`src/rtl/nand_stat_pkg.sv`:
```
package nand_stat_pkg;

  localparam int IRQ_N = 6;

  // interrupt flag / mask bit positions (host-visible)
  localparam int IRQ_WPF   = 0;
  localparam int IRQ_ECC   = 1;
  localparam int IRQ_DERR  = 2;
  localparam int IRQ_DFAIL = 3;
  localparam int IRQ_CRDY  = 4;
  localparam int IRQ_NRDY  = 5;

  // live status bit positions (host-visible)
  localparam int LS_NRDY   = 0;
  localparam int LS_CRDY   = 1;
  localparam int LS_ECC    = 2;
  localparam int LS_ERR    = 3;
  localparam int LS_CNT_LO = 4;
  localparam int LS_FAIL   = 6;

  typedef enum logic [1:0] {
    SEL_LIVE = 2'd0,
    SEL_IRQ  = 2'd1,
    SEL_MASK = 2'd2,
    SEL_NONE = 2'd3
  } regSel_e;

  typedef struct packed {
    logic    clrIrq;
    logic    wrMask;
    logic    ldRd;
    regSel_e rdSel;
  } strobe_t;

endpackage

```
`src/rtl/nand_stat_ctrl.sv`:
```
module nand_stat_ctrl
  import nand_stat_pkg::*;
(
  input  logic       regRead,
  input  logic       regWrite,
  input  logic [1:0] regAddr,
  output strobe_t    stb
);

  regSel_e addrSel;

  always_comb begin
    addrSel    = regSel_e'(regAddr);
    stb.ldRd   = regRead;
    stb.rdSel  = addrSel;
    stb.clrIrq = regRead && (addrSel == SEL_IRQ);
    stb.wrMask = regWrite && (addrSel == SEL_MASK);
  end

endmodule

```
`src/rtl/nand_stat_dp.sv`:
```
module nand_stat_dp
  import nand_stat_pkg::*;
#(
  parameter int RD_W     = 8,
  parameter int CORR_MAX = 4,
  localparam int CNT_W    = $clog2(CORR_MAX),
  localparam int CNT_IN_W = $clog2(CORR_MAX + 1)
) (
  input  logic                clk,
  input  logic                rst_n,
  input  strobe_t             stb,
  input  logic                nandReady,
  input  logic                ctrlReady,
  input  logic                eccReady,
  input  logic                decValid,
  input  logic                decErr,
  input  logic                decFail,
  input  logic [CNT_IN_W-1:0] corrCnt,
  input  logic                wpFault,
  input  logic [RD_W-1:0]     wrData,
  output logic [RD_W-1:0]     rdData,
  output logic                irqOut
);

  logic [2:0]       rdyIn;
  logic [2:0]       rdyQ;
  logic [2:0]       rdyRise;
  logic [IRQ_N-1:0] setVec;
  logic [IRQ_N-1:0] flags;
  logic [IRQ_N-1:0] mask;
  logic             liveErr;
  logic             liveFail;
  logic [CNT_W-1:0] liveCnt;
  logic [RD_W-1:0]  liveWord;
  logic [RD_W-1:0]  rdNext;

  assign rdyIn = {eccReady, ctrlReady, nandReady};

  // one register stage on the ready levels; rise = new high seen this cycle
  always_ff @(posedge clk) begin
    if (!rst_n) rdyQ <= '0;
    else        rdyQ <= rdyIn;
  end

  assign rdyRise = rdyIn & ~rdyQ;

  always_comb begin
    setVec            = '0;
    setVec[IRQ_NRDY]  = rdyRise[0];
    setVec[IRQ_CRDY]  = rdyRise[1];
    setVec[IRQ_ECC]   = rdyRise[2];
    setVec[IRQ_DFAIL] = decValid && decFail;
    setVec[IRQ_DERR]  = decValid && decErr;
    setVec[IRQ_WPF]   = wpFault;
  end

  // per-flag latch: set wins over the clearing read
  for (genvar i = 0; i < IRQ_N; i++) begin : gFlag
    always_ff @(posedge clk) begin
      if (!rst_n)          flags[i] <= 1'b0;
      else if (setVec[i])  flags[i] <= 1'b1;
      else if (stb.clrIrq) flags[i] <= 1'b0;
    end
  end

  always_ff @(posedge clk) begin
    if (!rst_n)          mask <= '0;
    else if (stb.wrMask) mask <= wrData[IRQ_N-1:0];
  end

  // last decode result
  always_ff @(posedge clk) begin
    if (!rst_n) begin
      liveErr  <= 1'b0;
      liveFail <= 1'b0;
      liveCnt  <= '0;
    end else if (decValid) begin
      liveErr  <= decErr;
      liveFail <= decFail;
      if (decErr) liveCnt <= CNT_W'(corrCnt - CNT_IN_W'(1));
      else        liveCnt <= '0;
    end
  end

  always_comb begin
    liveWord                              = '0;
    liveWord[LS_NRDY]                     = rdyQ[0];
    liveWord[LS_CRDY]                     = rdyQ[1];
    liveWord[LS_ECC]                      = rdyQ[2];
    liveWord[LS_ERR]                      = liveErr;
    liveWord[LS_CNT_LO +: CNT_W]          = liveCnt;
    liveWord[LS_FAIL]                     = liveFail;
  end

  always_comb begin
    rdNext = '0;
    unique case (stb.rdSel)
      SEL_LIVE: rdNext = liveWord;
      SEL_IRQ:  rdNext[IRQ_N-1:0] = flags;
      SEL_MASK: rdNext[IRQ_N-1:0] = mask;
      default:  rdNext = '0;
    endcase
  end

  always_ff @(posedge clk) begin
    if (!rst_n)        rdData <= '0;
    else if (stb.ldRd) rdData <= rdNext;
  end

  assign irqOut = |(flags & mask);

  AST_EVENT_KEPT: assert property (@(posedge clk) disable iff (!rst_n)
    (|setVec) |=> ((flags & $past(setVec)) == $past(setVec)));

  AST_CLEAR_EMPTIES: assert property (@(posedge clk) disable iff (!rst_n)
    (stb.clrIrq && !(|setVec)) |=> (flags == '0));

  AST_IRQ_HOLDS: assert property (@(posedge clk) disable iff (!rst_n)
    (irqOut && !stb.clrIrq && !stb.wrMask) |=> irqOut);

  AST_CNT_ZERO: assert property (@(posedge clk) disable iff (!rst_n)
    !liveWord[LS_ERR] |-> (liveWord[LS_CNT_LO +: CNT_W] == '0));

endmodule

```
`src/rtl/nand_evt_status.sv`:
```
module nand_evt_status
  import nand_stat_pkg::*;
#(
  parameter int RD_W     = 8,
  parameter int CORR_MAX = 4,
  localparam int CNT_IN_W = $clog2(CORR_MAX + 1)
) (
  input  logic                clk,
  input  logic                rst_n,
  input  logic                nandReady,
  input  logic                ctrlReady,
  input  logic                eccReady,
  input  logic                decValid,
  input  logic                decErr,
  input  logic                decFail,
  input  logic [CNT_IN_W-1:0] corrCnt,
  input  logic                wpFault,
  input  logic                regRead,
  input  logic                regWrite,
  input  logic [1:0]          regAddr,
  input  logic [RD_W-1:0]     wrData,
  output logic [RD_W-1:0]     rdData,
  output logic                irqOut
);

  strobe_t stb;

  nand_stat_ctrl uCtrl (
    .regRead  (regRead),
    .regWrite (regWrite),
    .regAddr  (regAddr),
    .stb      (stb)
  );

  nand_stat_dp #(
    .RD_W     (RD_W),
    .CORR_MAX (CORR_MAX)
  ) uDp (
    .clk       (clk),
    .rst_n     (rst_n),
    .stb       (stb),
    .nandReady (nandReady),
    .ctrlReady (ctrlReady),
    .eccReady  (eccReady),
    .decValid  (decValid),
    .decErr    (decErr),
    .decFail   (decFail),
    .corrCnt   (corrCnt),
    .wpFault   (wpFault),
    .wrData    (wrData),
    .rdData    (rdData),
    .irqOut    (irqOut)
  );

endmodule

```
`config.mk`:
```
export PLATFORM = sky130hd
export DESIGN_NAME = nand_evt_status
export DESIGN_NICKNAME = d
export VERILOG_FILES = /design/src/rtl/nand_stat_pkg.sv /design/src/rtl/nand_stat_ctrl.sv /design/src/rtl/nand_stat_dp.sv /design/src/rtl/nand_evt_status.sv
export SDC_FILE = /design/constraint.sdc
export NUM_CORES = 1
export LEC_CHECK = 0
export BUFFER_PORTS_ARGS = -buffer_cell sky130_fd_sc_hd__buf_2
export CAP_MARGIN = 20
export CELL_PAD_IN_SITES_DETAIL_PLACEMENT = 1
export CELL_PAD_IN_SITES_GLOBAL_PLACEMENT = 2
export CORE_ASPECT_RATIO = 2
export CORE_MARGIN = 3
export CORE_UTILIZATION = 31
export CTS_CLUSTER_SIZE = 16
export DETAILED_ROUTE_END_ITERATION = 8
export HOLD_SLACK_MARGIN = 0.05
export PLACE_DENSITY_LB_ADDON = 0.25
export SLEW_MARGIN = 25
export SYNTH_ARGS = -nofsm -noshare
export SYNTH_HDL_FRONTEND = slang
export SYNTH_SLANG_ARGS = --single-unit
```
`constraint.sdc`:
```
create_clock -name clk -period 1.5 [get_ports clk]
set_clock_uncertainty 0.15 [all_clocks]
set_input_delay 0.225 -clock clk [delete_from_list [all_inputs] [get_ports clk]]
set_output_delay 0.225 -clock clk [all_outputs]
set_load 0.05 [all_outputs]
```
## Yosys cells after proc, flatten, opt, wreduce, memory -nomap -nowiden

Index checks and enable logic that the tools add are counted.

| operators by class | value |
|---|---|
| $add $sub $neg | 1 |
| $mul | 0 |
| divide/modulo/power cells | 0 |
| magnitude comparators | 0 |
| equal/unequal tests | 2 |
| shifts and indexed selects | 0 |
| muxes and demuxes | 10 |
| bitwise gates (word level) | 3 |
| reductions and logical operators | 12 |

Operator list:

| kind | count |
|---|---|
| $pmux W6 S3 | 1 |
| $reduce_bool A2 Y1 | 6 |
| $mux W1 | 8 |
| $and A6 B6 Y6 | 1 |
| $reduce_or A6 Y1 | 1 |
| $logic_and A1 B1 Y1 | 4 |
| $and A3 B3 Y3 | 1 |
| $not A3 Y3 | 1 |
| $eq A2 B1 Y1 const B | 1 |
| $eq A2 B2 Y1 const B | 1 |
| $logic_not A2 Y1 | 1 |
| $mux W2 | 1 |
| $sub A2 B1 Y2 const B | 1 |

| word-level totals | value |
|---|---|
| flip-flop bits (word level) | 27 |
| latch bits | 0 |
| bits in writable memories | 0 |
| bits in read-only memories | 0 |
| logic and storage cells | 40 |
| memories | 0 |

## Longest topological paths before layout

Gate-level depths: netlist of the first run.

| depth | value |
|---|---|
| word-level depth | 4 |
| gate-level depth with buffers | 4 |
| gate-level depth less buffers | 3 |

## Modules after synthesis

A second synthesis of the first run with hierarchy kept.

| unflattened totals | value |
|---|---|
| cell total of the unflattened synthesis | 121 |
| area total of the unflattened synthesis | 1,159.9 um^2 |

Modules (own cells, without submodules):

| module | times used | cells each | area each (um^2) | seq. area each (um^2) |
|---|---|---|---|---|
| nand_stat_dp | 1 | 116 | 1,119.8 | 520.5 |
| nand_stat_ctrl | 1 | 5 | 40.0 | 0.0 |

## Worst setup path before layout of the first run

No wires, ideal clock.

| timing | value |
|---|---|
| path kind | register -> output |
| start | register uDp.mask[5] |
| end | output irqOut |
| data arrival time | 0.884 ns |
| required time | 1.125 ns |
| setup slack | 0.241 ns |
| cell stages (with the launch flop) | 3 |
| buffers on the path | 0 |
| cells stage by stage | dfxtp_1 > a22oi_1 > nand3_1 |

| on the way | value |
|---|---|
| longest elaborated chain between the ends | 2 |

Ends and longest elaborated chain:

| what | line | source |
|---|---|---|
| start: declaration | nand_stat_dp.sv:30 | `logic [IRQ_N-1:0] mask;` |
| start signal: assignment | nand_stat_dp.sv:68 | `else if (stb.wrMask) mask <= wrData[IRQ_N-1:0];` |
| $and A6 B6 Y6 | nand_stat_dp.sv:110 | `assign irqOut = \|(flags & mask);` |
| $reduce_or A6 Y1 | nand_stat_dp.sv:110 |  |
| end: declaration | nand_evt_status.sv:23 | `output logic irqOut` |

Every way passes these cells.

## Final worst setup path of the first run

| timing | value |
|---|---|
| start | register uDp.mask[2] |
| end | output irqOut |

Same word-level chain as after synthesis.

==> flow_summary.toml, run 1 <==
[synthesis]
synth.yosys.seq_area_share = 0.465
syn_area_per_cell_sq_um = 9.24
yosys_warnings = 0
synth_cells = 121
syn_area_sq_mm = 0.00112
synth.distinct_cells = 27
synth-seq-cells = 26
synth_nets = 145

[layout]
final-instance-count-excl-fill = 198
layout-drive-gt1-share = 0.247
antennaDiodeCount = 0
final_net_count = 175
syn2layout_area_growth_pct = 24.5
fillers = 399

[clock_network]
cts_made_buffers = 3
cts_tree = "yes"
clock_sinks = 26
clockRootBuffer = "clkbuf_8"
postCtsSetupRepairBufs = 0
htreeDepth = 1
clk_pin_slew_ns = 0.08
clk_latency_ns = 0.26
cts_buffer_depth = 2

[sta]
hold_viol = 0
slew_violations = 0
tns_ns = 0
min_period_ns = 1.45
max_freq_mhz = 690
finalCritPeriodShare = 0.967
finalSetupViolations = 0
rsz0062_at_grt = "no"

[grt]
grt_antenna_before_repair = 0
globalRoute.totalOverflow = 0
grt_max_degree = 27
grt_pass1_vias = 1049
grt_pass1_wl_um = 4490
grt_use_total = 0.126

[worst_setup_path]
worstSetupPathType = "flip-flop to primary output"
worstPathMaxFanout = 3
worst_setup_path_start_kind = "flip-flop"
cp.arrival_ns = 1.08
crit_family = "flip-flops"
critPathSlowestCell = "dfxtp_1"
critPathRequiredTime_ns = 1.12
path_buf_inv = 1
cp_slowest_stage_delay_ns = 0.34
crit_chain = "a22oi_2 > nand3_1 > buf_6"
cp-end-kind = "primary output"

[floorplanning]
die_area_sq_mm = 0.00441
die_w_um = 48.5
die_h_um = 91.0
num_rows = 30
top_level_ports = 33
start_util = 0.327
core_area_sq_mm = 0.00342

[pwr]
p_sw_frac = 0.253
ir_drop_mv = 0.531
pwr-share-clk = 0.314
power.density_mw_per_mm2 = 1000
p_sw_w = 0.000354
p_int_w = 0.00104
comb_power_share = 0.148
power.leakage_nw = 0.576
pwr-share-seq = 0.538

[place]
hpwl_um = 2010
gp_congestion = 0.697
io_buffers = 28
dp_cells = 190

[routing]
antenna_left = 0
drt-total-wl_um = 2600
dr_wl_met3_um = 104
vias = 955
first_iter_violations = 9
wl_met2_um = 1430
viasPerCell = 4.82
wl_per_cell_um = 13.1
drc = 0
highest_layer = "met4"
wl_met1_um = 1030
firstDrtPassIters = 4

[worst_hold_path]
hp-class = "input port to flip-flop"

[status]
status = "finished clean"

[flow_run]
cap_violations = 0
## metrics by stage
stage / setup WS, ns / total power [W] / instance area (sq um) / hold slack (ns) / util
2_1_floorplan: 0.241 / 0.000899 / 1120 / 0.197 / -
3_3_place_gp: 0.206 / 0.000959 / 1280 / 0.289 / 0.374
3_5_place_dp: 0.172 / 0.000965 / 1280 / 0.293 / 0.374
4_1_cts: 0.0139 / 0.00142 / 1380 / 0.0625 / 0.405
5_1_grt: 0.00706 / 0.00147 / 1390 / 0.0718 / 0.408
6_report: 0.0497 / 0.00140 / 1390 / 0.0654 / 0.408
## power by group through the flow
stage | Combinational (W) | Clock (W) | Sequential, W
6_report | 0.000207 | 0.000439 | 0.000752
5_1_grt | 0.000227 | 0.000485 | 0.000758
4_1_cts | 0.000209 | 0.000464 | 0.000752
3_5_place_dp | 0.000199 | 0 | 0.000766
3_3_place_gp | 0.000195 | 0 | 0.000765
2_1_floorplan | 0.000104 | 0 | 0.000795
## cell usage after synthesis (all sizes together)
| cell type | instances | area share |
|---|---|---|
| nor2b | 7 | 0.039 |
| nand2 | 14 | 0.047 |
| mux2i | 6 | 0.054 |
| a21oi | 4 | 0.018 |
| buf | 4 | 0.028 |
| dfxtp | 26 | 0.47 |
| conb | 1 | 0.0034 |
| o32ai | 1 | 0.0078 |
| nand3 | 7 | 0.031 |
| and2b | 1 | 0.0078 |
| a21boi | 10 | 0.067 |
| o22ai | 2 | 0.011 |
| clkbuf | 3 | 0.010 |
| and2 | 6 | 0.034 |
| o211a | 3 | 0.027 |
| nand2b | 2 | 0.011 |
| o21ai | 3 | 0.013 |
| a31oi | 3 | 0.017 |
| or2 | 3 | 0.017 |
| inv | 3 | 0.010 |
| a22oi | 3 | 0.020 |
| o211ai | 3 | 0.020 |
| xor2 | 1 | 0.0078 |
| nand3b | 5 | 0.034 |
## layout by cell type, fill, tap and decap left out, types with 4 or more instances in the layout
cell and count:
a21oi_1 4, nand3_1 7, and2_1 6, nand2_1 14
mux2i_1 6, clkbuf_8 4, buf_2 27, dlygate4sd3_1 4
nand3b_1 5, nor2b_1 7, a21boi_0 10, dfxtp_1 26
## path summary, 6_finish.rpt
kind,from,end,cells past startpoint,slack [ns]
worst max-delay path,uDp.mask[2],irqOut,3,0.05
worst min-delay path,wrData[4],uDp.mask[4],3,0.07
worst max register to register,uDp.flags[0],uDp.rdData[0],3,0.39
worst min register to register,uDp.rdData[5],uDp.rdData[5],1,0.34
## logic make-up after synthesis
logic type | synth area share
compound gates | 0.201
mux | 0.0537
buf+inv | 0.0481
flops | 0.465
simple gates | 0.220
xor+xnor | 0.00783
other cells | 0.00335
## what timing repair did
action / in CTS / in global routing
endpoints found under the setup margin: 1 / 1
hold buffers: 4 / 0
resized for setup: 3 / 2
hold endpoints to repair: 4 / 0
gates cloned: 0 / 0
pin swaps: 0 / 0
## cell type report
cell class / instances / area [sq um] / share of cell area
Multi-Input combinational cell: 85 / 559 / 0.402
Timing Repair Buffer: 32 / 186 / 0.134
Clock buffer: 4 / 55.1 / 0.0395
Sequential cell: 26 / 520 / 0.374
Tap cell: 48 / 60.1 / 0.0431
Inverter: 3 / 11.3 / 0.00809
## routing by layer
layer,up-vias,GRT usage
li1,479,-
met1,454,0.119
met2,20,0.249
met3,2,0.0246
met4,0,0.0570
met5,-,0
## state kept, by name, indices dropped and copies added (netlist names)
signal / count
uDp.flags: 6
uDp.liveCnt: 2
uDp.liveErr: 1
uDp.liveFail: 1
uDp.mask: 6
uDp.rdData: 7
uDp.rdyQ: 3
## worst min-delay path: stages
cell and delay, ns:
buf_2 0.09, nand3_1 0.05, a21boi_0 0.07
Power figures use the tool's default switching activity.
==> run 2: changes to the inputs <==
--- a/config.mk
+++ b/config.mk
@@ -12,10 +12,12 @@
 export CORE_ASPECT_RATIO = 2
 export CORE_MARGIN = 3
 export CORE_UTILIZATION = 31
+export CTS_CLUSTER_DIAMETER = 50
 export CTS_CLUSTER_SIZE = 16
 export DETAILED_ROUTE_END_ITERATION = 8
 export HOLD_SLACK_MARGIN = 0.05
 export PLACE_DENSITY_LB_ADDON = 0.25
+export SETUP_SLACK_MARGIN = 0.05
 export SLEW_MARGIN = 25
 export SYNTH_ARGS = -nofsm -noshare
 export SYNTH_HDL_FRONTEND = slang
==> run 2 against run 1 <==
Net effect: die area stayed put; fmax is 1.6% higher; core utilization is 0.84 points higher; power is 0.51% higher; cell area is 2.1% higher.
==> flow_summary.toml, run 2 (same netlist as run 1, synthesis figures left out) <==
[status]
status = "finished clean"

[worst_setup_path]
worstSetupPathType = "flip-flop to primary output"
worstPathMaxFanout = 2
critPathLaunch = "uDp.flags[2]"
worst_setup_path_start_kind = "flip-flop"
critPathRequiredTime_ns = 1.12
rr_startpoint = "uDp.flags[0]"
cp-end-kind = "primary output"
cp.arrival_ns = 1.05

[routing]
drt-total-wl_um = 2650
antenna_left = 0
first_iter_violations = 9
wl_per_cell_um = 13.2
vias = 971
firstDrtPassIters = 4
viasPerCell = 4.83
drc = 0

[sta]
layout_setup_ws_ns = 0.0720
min_period_ns = 1.43
max_freq_mhz = 700
slew_violations = 0
tns_ns = 0
finalCritPeriodShare = 0.952
holdWs_ns = 0.0667
finalSetupViolations = 0
hold_viol = 0
rsz0062_at_grt = "yes"

[worst_hold_path]
hp-class = "input port to flip-flop"
hp-start = "wrData[2]"

[pwr]
power.density_mw_per_mm2 = 989
pwr-share-clk = 0.313
comb_power_share = 0.152
p_sw_frac = 0.253
power.leakage_nw = 0.594
ir_drop_mv = 0.530
p_sw_w = 0.000355
pwr-share-seq = 0.536
p_int_w = 0.00105

[layout]
largest_reg_flops = 7
layout-drive-gt1-share = 0.294
syn2layout_area_growth_pct = 27.1
regMostFlops = "uDp.rdData"
final_net_count = 178
stdcell_area_sq_mm = 0.00142
reg_top3 = "uDp.rdData x7, uDp.flags x6, uDp.mask x6"
layout_commonest_cell = "buf_2"
antennaDiodeCount = 0
final_cell_mix = "buf_2, dfxtp_1, nand2_1"
fillers = 403

[place]
io_buffers = 28
post-place-ws_ns = 0.172
hpwl_um = 2010
gp_congestion = 0.697
postPlaceCellArea_sq_mm = 0.00128

[grt]
grt_pass1_vias = 1056
grt_antenna_before_repair = 0
grt_use_total = 0.128
grt_pass1_wl_um = 4550
globalRoute.totalOverflow = 0
grt_max_degree = 27

[clock_network]
clock_sinks = 26
cts_tree = "yes"
clk_latency_ns = 0.26
clk_pin_slew_ns = 0.08
cts_buffer_depth = 2
clockRootBuffer = "clkbuf_8"
cts_made_buffers = 3
htreeDepth = 1

[floorplanning]
top_level_ports = 33
die_h_um = 91.0
die_w_um = 48.5
num_rows = 30
die_area_sq_mm = 0.00441
start_util = 0.327
core_area_sq_mm = 0.00342

[flow_run]
cap_violations = 0
run 2: layer usage:
layer,global-route usage,wire length (um)
met1,0.123,1070
met2,0.252,1440
met3,0.0246,104
met4,0.0570,31
met5,0,0
run 2: critical path, stage by stage (launching register included):
cell and delay [ns]:
dfxtp_2 0.33, a22oi_2 0.18, nand3_1 0.10, buf_6 0.17
run 2: timing repair:
action	in CTS	in global routing
endpoints found under the hold margin	4	0
buffers inserted	3	0
pin swaps	2	2
cloned	0	0
resized for setup	7	3
endpoints found under the setup margin	1	1
hold buffers	4	0
run 2: path summary, 6_finish.rpt:
path                   endpoint  depth (start not counted)  slack, ns
setup reg to reg  uDp.rdData[0]                          3       0.39
setup / recovery         irqOut                          3       0.07
hold / removal      uDp.mask[2]                          3       0.07
hold reg to reg   uDp.rdData[5]                          1       0.34
run 2: power by group through the flow:
stage,clock [W],sequential [W],combinational [W]
5_1_grt,0.000485,0.000758,0.000234
3_3_place_gp,0,0.000765,0.000195
4_1_cts,0.000464,0.000751,0.000216
3_5_place_dp,0,0.000766,0.000199
6_report,0.000439,0.000753,0.000213
2_1_floorplan,0,0.000795,0.000104
run 2: metrics by stage:
stage | instances | total power [W] | utilization
2_1_floorplan | 121 | 0.000899 | -
3_3_place_gp | 190 | 0.000959 | 0.374
3_5_place_dp | 190 | 0.000965 | 0.374
4_1_cts | 201 | 0.00143 | 0.414
5_1_grt | 201 | 0.00148 | 0.416
6_report | 201 | 0.00141 | 0.416
run 2: final cells by class:
| type | count | area, sq um | area share |
|---|---|---|---|
| clock buffer | 4 | 55.1 | 0.0387 |
| inverter | 3 | 11.3 | 0.00792 |
| multi-input combinational | 85 | 559 | 0.393 |
| sequential | 26 | 527 | 0.371 |
| tap | 48 | 60.1 | 0.0423 |
| timing repair buffer | 35 | 209 | 0.147 |
